<file path="config.mk">
export PLATFORM = sky130hd
export DESIGN_NAME = memdec_top
export DESIGN_NICKNAME = d
export VERILOG_FILES = /design/src/rtl/memdec_pkg.sv /design/src/rtl/memdec_addr_decode.sv /design/src/rtl/memdec_ctrl_reg.sv /design/src/rtl/memdec_gpi_port.sv /design/src/rtl/memdec_top.sv
export SDC_FILE = /design/constraint.sdc
export NUM_CORES = 1
export LEC_CHECK = 0
export ABC_AREA = 1
export ABC_CLOCK_PERIOD_IN_PS = 1900
export BUFFER_PORTS_ARGS = -buffer_cell sky130_fd_sc_hd__buf_4
export CAP_MARGIN = 20
export CORE_UTILIZATION = 40
export CTS_CLUSTER_DIAMETER = 30
export DETAILED_ROUTE_END_ITERATION = 8
export PLACE_DENSITY = 0.69
export SLEW_MARGIN = 10
export SYNTH_ARGS = -nofsm -noshare
export SYNTH_HDL_FRONTEND = slang
export SYNTH_SLANG_ARGS = --single-unit
</file>
<file path="constraint.sdc">
create_clock -name clk -period 1.9 [get_ports clk]
set_input_delay 0.38 -clock clk [delete_from_list [all_inputs] [get_ports clk]]
set_output_delay 0.38 -clock clk [all_outputs]
set_load 0.005 [all_outputs]
</file>
<file path="src/rtl/memdec_pkg.sv">
package memdec_pkg;
  typedef struct packed {
    logic ram;
    logic rom;
    logic lcd;
    logic ctrl;
    logic gpi;
  } memdec_hit_t;
endpackage

</file>
<file path="src/rtl/memdec_addr_decode.sv">
module memdec_addr_decode
  import memdec_pkg::*;
#(
  parameter int HI_W        = 4,
  parameter int LO_W        = 6,
  parameter logic [HI_W-1:0] RAM_MASK  = 4'hE,
  parameter logic [HI_W-1:0] RAM_MATCH = 4'h6,
  parameter logic [HI_W-1:0] ROM_MASK  = 4'hC,
  parameter logic [HI_W-1:0] ROM_MATCH = 4'hC,
  parameter logic [HI_W-1:0] REG_HI    = 4'h8,
  parameter logic [LO_W-1:0] LCD_LO    = 6'h00,
  parameter logic [LO_W-1:0] CTRL_LO   = 6'h01,
  parameter logic [LO_W-1:0] GPI_LO    = 6'h02
) (
  input  logic [HI_W-1:0] addr_hi,
  input  logic [LO_W-1:0] addr_lo,
  output memdec_hit_t     hit
);
  logic in_reg;

  always_comb begin
    in_reg   = (addr_hi == REG_HI);
    hit.ram  = ((addr_hi & RAM_MASK) == RAM_MATCH);
    hit.rom  = ((addr_hi & ROM_MASK) == ROM_MATCH);
    hit.lcd  = in_reg && (addr_lo == LCD_LO);
    hit.ctrl = in_reg && (addr_lo == CTRL_LO);
    hit.gpi  = in_reg && (addr_lo == GPI_LO);
  end
endmodule

</file>
<file path="src/rtl/memdec_ctrl_reg.sv">
module memdec_ctrl_reg #(
  parameter int DATA_W = 8,
  parameter logic [DATA_W-1:0] RST_VAL = '0
) (
  input  logic              clk,
  input  logic              rst,
  input  logic              bus_e,
  input  logic              wr_hit,
  input  logic [DATA_W-1:0] wdata,
  output logic [DATA_W-1:0] q
);
  logic              e_q;
  logic              wr_q;
  logic [DATA_W-1:0] data_q;
  logic              e_fall;

  assign e_fall = e_q && !bus_e;

  always_ff @(posedge clk) begin
    if (rst) begin
      e_q    <= 1'b0;
      wr_q   <= 1'b0;
      data_q <= '0;
      q      <= RST_VAL;
    end else begin
      e_q <= bus_e;
      if (bus_e) begin
        wr_q   <= wr_hit;
        data_q <= wdata;
      end
      if (e_fall && wr_q) q <= data_q;
    end
  end
endmodule

</file>
<file path="src/rtl/memdec_gpi_port.sv">
module memdec_gpi_port #(
  parameter int DATA_W = 8
) (
  input  logic              clk,
  input  logic              rst,
  input  logic              rd_hit,
  input  logic [DATA_W-1:0] gpi,
  output logic [DATA_W-1:0] rdata,
  output logic              rdata_oe
);
  always_ff @(posedge clk) begin
    if (rst) begin
      rdata    <= '0;
      rdata_oe <= 1'b0;
    end else begin
      rdata_oe <= rd_hit;
      rdata    <= rd_hit ? gpi : '0;
    end
  end
endmodule

</file>
<file path="src/rtl/memdec_top.sv">
module memdec_top
  import memdec_pkg::*;
#(
  parameter int HI_W     = 4,
  parameter int LO_W     = 6,
  parameter int DATA_W   = 8,
  parameter int PULL_BIT = 0
) (
  input  logic              clk,
  input  logic              rst,
  input  logic              bus_e,
  input  logic              bus_rw,
  input  logic [HI_W-1:0]   addr_hi,
  input  logic [LO_W-1:0]   addr_lo,
  input  logic [DATA_W-1:0] wdata,
  input  logic [DATA_W-1:0] gpi,
  output logic              ram_cs_n,
  output logic              rom_cs_n,
  output logic              lcd_cs_n,
  output logic              mem_oe_n,
  output logic              mem_we_n,
  output logic [DATA_W-1:0] ctrl_q,
  output logic              pull_en,
  output logic [DATA_W-1:0] rdata,
  output logic              rdata_oe
);
  memdec_hit_t hit;
  logic        rd_cyc;
  logic        wr_cyc;

  memdec_addr_decode #(.HI_W(HI_W), .LO_W(LO_W)) dec_i (
    .addr_hi (addr_hi),
    .addr_lo (addr_lo),
    .hit     (hit)
  );

  assign rd_cyc = bus_e && bus_rw;
  assign wr_cyc = bus_e && !bus_rw;

  memdec_ctrl_reg #(.DATA_W(DATA_W)) ctrl_i (
    .clk    (clk),
    .rst    (rst),
    .bus_e  (bus_e),
    .wr_hit (wr_cyc && hit.ctrl),
    .wdata  (wdata),
    .q      (ctrl_q)
  );

  memdec_gpi_port #(.DATA_W(DATA_W)) gpi_i (
    .clk      (clk),
    .rst      (rst),
    .rd_hit   (rd_cyc && hit.gpi),
    .gpi      (gpi),
    .rdata    (rdata),
    .rdata_oe (rdata_oe)
  );

  assign pull_en = ctrl_q[PULL_BIT];

  always_ff @(posedge clk) begin
    if (rst) begin
      ram_cs_n <= 1'b1;
      rom_cs_n <= 1'b1;
      lcd_cs_n <= 1'b1;
      mem_oe_n <= 1'b1;
      mem_we_n <= 1'b1;
    end else begin
      ram_cs_n <= !(bus_e && hit.ram);
      rom_cs_n <= !(bus_e && hit.rom);
      lcd_cs_n <= !(bus_e && hit.lcd);
      mem_oe_n <= !(rd_cyc && (hit.ram || hit.rom));
      mem_we_n <= !(wr_cyc && hit.ram);
    end
  end
endmodule

</file>
==> results.json <==
{
  "grt_pass1_wl_um": 4160,
  "drt_iter0_drc": 18,
  "async_flop_share": 0,
  "fmax_mhz": 857,
  "cts_made_buffers": 5,
  "cts_resized": 0,
  "wl_per_cell_um": 10.7,
  "dr.pass1.iters": 6,
  "slew_headroom": 0.736,
  "synth_cell_types": 23,
  "synth.ff_latch_count": 32,
  "maxSlewViolCount": 0,
  "slowest_delay_ns": 0.35,
  "fillers": 266,
  "power_density_mw_per_mm2": 735,
  "core_mm2": 0.00283,
  "worstPathCellList": "buf_4",
  "crit_required_ns": 1.52,
  "grt_start_max_net_pins": 17,
  "ios": 53,
  "netSwitchingFraction": 0.223,
  "switchingPower_uw": 273,
  "io_buffers": 52,
  "ir_drop_mv": 0.539,
  "fin_skew_ns": 0.00621,
  "antenna_found_initial": 0,
  "die_y_um": 57.5,
  "multiInputGateArea_um2": 412,
  "clock_sinks": 32,
  "cp_slowest_cell": "dfxtp_1",
  "post_cts_buffers": 0,
  "cp.arrival_ns": 0.79,
  "violations": "DRC",
  "worstMarginPinSlew_ns": 0.396,
  "ant_nets": 0,
  "clockRootBuffer": "clkbuf_4",
  "maxCapViolCount": 0,
  "crit_buf_inv": 1,
  "detail_route.vias_per_cell": 4.61,
  "hp-class": "input pin to register",
  "drive_gt1_frac": 0.398,
  "synth_cells": 142,
  "setup_viol_count_final": 0,
  "yosysWarnings": 0,
  "first_global_vias": 1010,
  "antennaDiodeCount": 0,
  "fin_util": 0.589,
  "final_cell_area_mm2": 0.00167,
  "final_cells": 227,
  "dp_hpwl_um": 1920,
  "synth-edff-count": 0,
  "num_rows": 19,
  "grtUsageTotal": 0.170,
  "ys_top_cells_by_area": "dfxtp_1 (52%), inv_1 (8.9%), nor2_1 (6.1%)",
  "grt-ovfl-total": 0,
  "cp_max_fo": 3,
  "synth_top_area_cell": "dfxtp_1",
  "internal-power_uw": 952,
  "setup_tns_ns": 0,
  "dpl.cell_count": 220,
  "end_kind": "output port",
  "fin_hold_ws_ns": 0.260,
  "leakage_nw": 0.819,
  "seqCellArea_um2": 641,
  "synth_top_cell_area_share": 0.521,
  "crit_path_start_kind": "register",
  "path_delay_family": "flip-flops",
  "critical_path_class": "register to output port",
  "gp_congestion": 0.692,
  "vias": 1047,
  "status": "complete, but fails checks",
  "postSynthAreaPerCell_um2": 8.66,
  "cts_buffer_depth": 2,
  "die_width_um": 57.5,
  "pwr-share-comb": 0.091,
  "holdBufCountCts": 0,
  "dieArea_mm2": 0.00330,
  "synth_commonest_cells": "dfxtp_1 (32), inv_1 (29), nor2_1 (20), o21ai_0 (14)",
  "clk_pin_slew_ns": 0.09,
  "clock_latency_ns": 0.32,
  "syn_nets": 172,
  "nNetsFinal": 226,
  "htree_levels": 2,
  "power_frac_seq": 0.565,
  "ys.flop_type": "dfxtp_1",
  "power.share.clock": 0.344,
  "netlist_area_mm2": 0.00123,
  "final-hold-violation-count": 0,
  "syn2layout_area_growth_pct": 35.5,
  "synth_most_common_cell": "dfxtp_1",
  "finalWirelength_um": 2430,
  "period_needed_ns": 1.17,
  "placedInstanceArea_mm2": 0.00160,
  "grt_setup_unrepaired": "no",
  "fin_crit_sh": 0.614,
  "drc": 3,
  "cts_tree": "yes",
  "ys_seq_area_frac": 0.521,
  "start_util": 0.435
}
[power by group through the flow]
stage | Clock [mW] | Combinational [mW] | Sequential (mW)
after floorplan | 0 | 0.0582 | 0.706
after global placement | 0 | 0.109 | 0.706
after detailed placement | 0 | 0.113 | 0.708
after CTS | 0.436 | 0.113 | 0.692
after global routing | 0.467 | 0.125 | 0.694
final | 0.421 | 0.112 | 0.692
[through the flow]
step	total power [mW]	setup WS (ns)
floorplan	0.764	0.748
global placement	0.815	0.675
detailed placement	0.820	0.634
CTS	1.24	0.714
global route	1.29	0.668
finish	1.22	0.733
[flip-flops by register name (all words and copies together), names as in the netlist]
register,count
ctrl_i.data_q,8
ctrl_i.q,8
gpi_i.rdata,8
ctrl_i.e_q,1
ctrl_i.wr_q,1
gpi_i.rdata_oe,1
lcd_cs_n,1
mem_oe_n,1
mem_we_n,1
ram_cs_n,1
rom_cs_n,1
[path summary, 6_finish.rpt]
kind	startpoint	endpoint	slack (ns)	cells after the start
worst min register to register	ctrl_i.q[3]$_SDFFE_PP0P_	ctrl_i.q[3]$_SDFFE_PP0P_	0.45	2
worst min-delay path	rst	ctrl_i.wr_q$_SDFFE_PP0P_	0.26	2
worst max register to register	ctrl_i.wr_q$_SDFFE_PP0P_	ctrl_i.q[4]$_SDFFE_PP0P_	0.95	3
worst max-delay path	ctrl_i.q[0]$_SDFFE_PP0P_	ctrl_q[0]	0.73	1
[placed cells by master (no fill, tap or decap), drive strengths merged]
cell     count
buf         52
a21oi        9
inv         30
nand3        5
o21ai       16
o2111ai      1
clkbuf       7
nor3         1
nand2       11
dfxtp       32
nand4        1
nor2        31
[cells by family after synthesis]
family	synth area share
buffers and inverters	0.144
AND/OR/NAND/NOR	0.214
AO/OA/AOI/OAI	0.121
flip-flops	0.521
[layer usage]
layer	wire [µm]	share of wire	track usage	vias up
met5	0	0	0	-
met2	1220	0.50	0.291	38
met3	190	0.078	0.0771	5
met4	39	0.016	0.0627	0
met1	984	0.40	0.183	464
li1	-	-	-	540
[cell type report]
type / instances / share of cell area
inverter: 30 / 0.0721
timing repair buffer: 52 / 0.234
clock buffer: 7 / 0.0390
multi-input combinational: 75 / 0.247
tap: 31 / 0.0233
sequential: 32 / 0.384
Power figures use the tool's default switching activity.
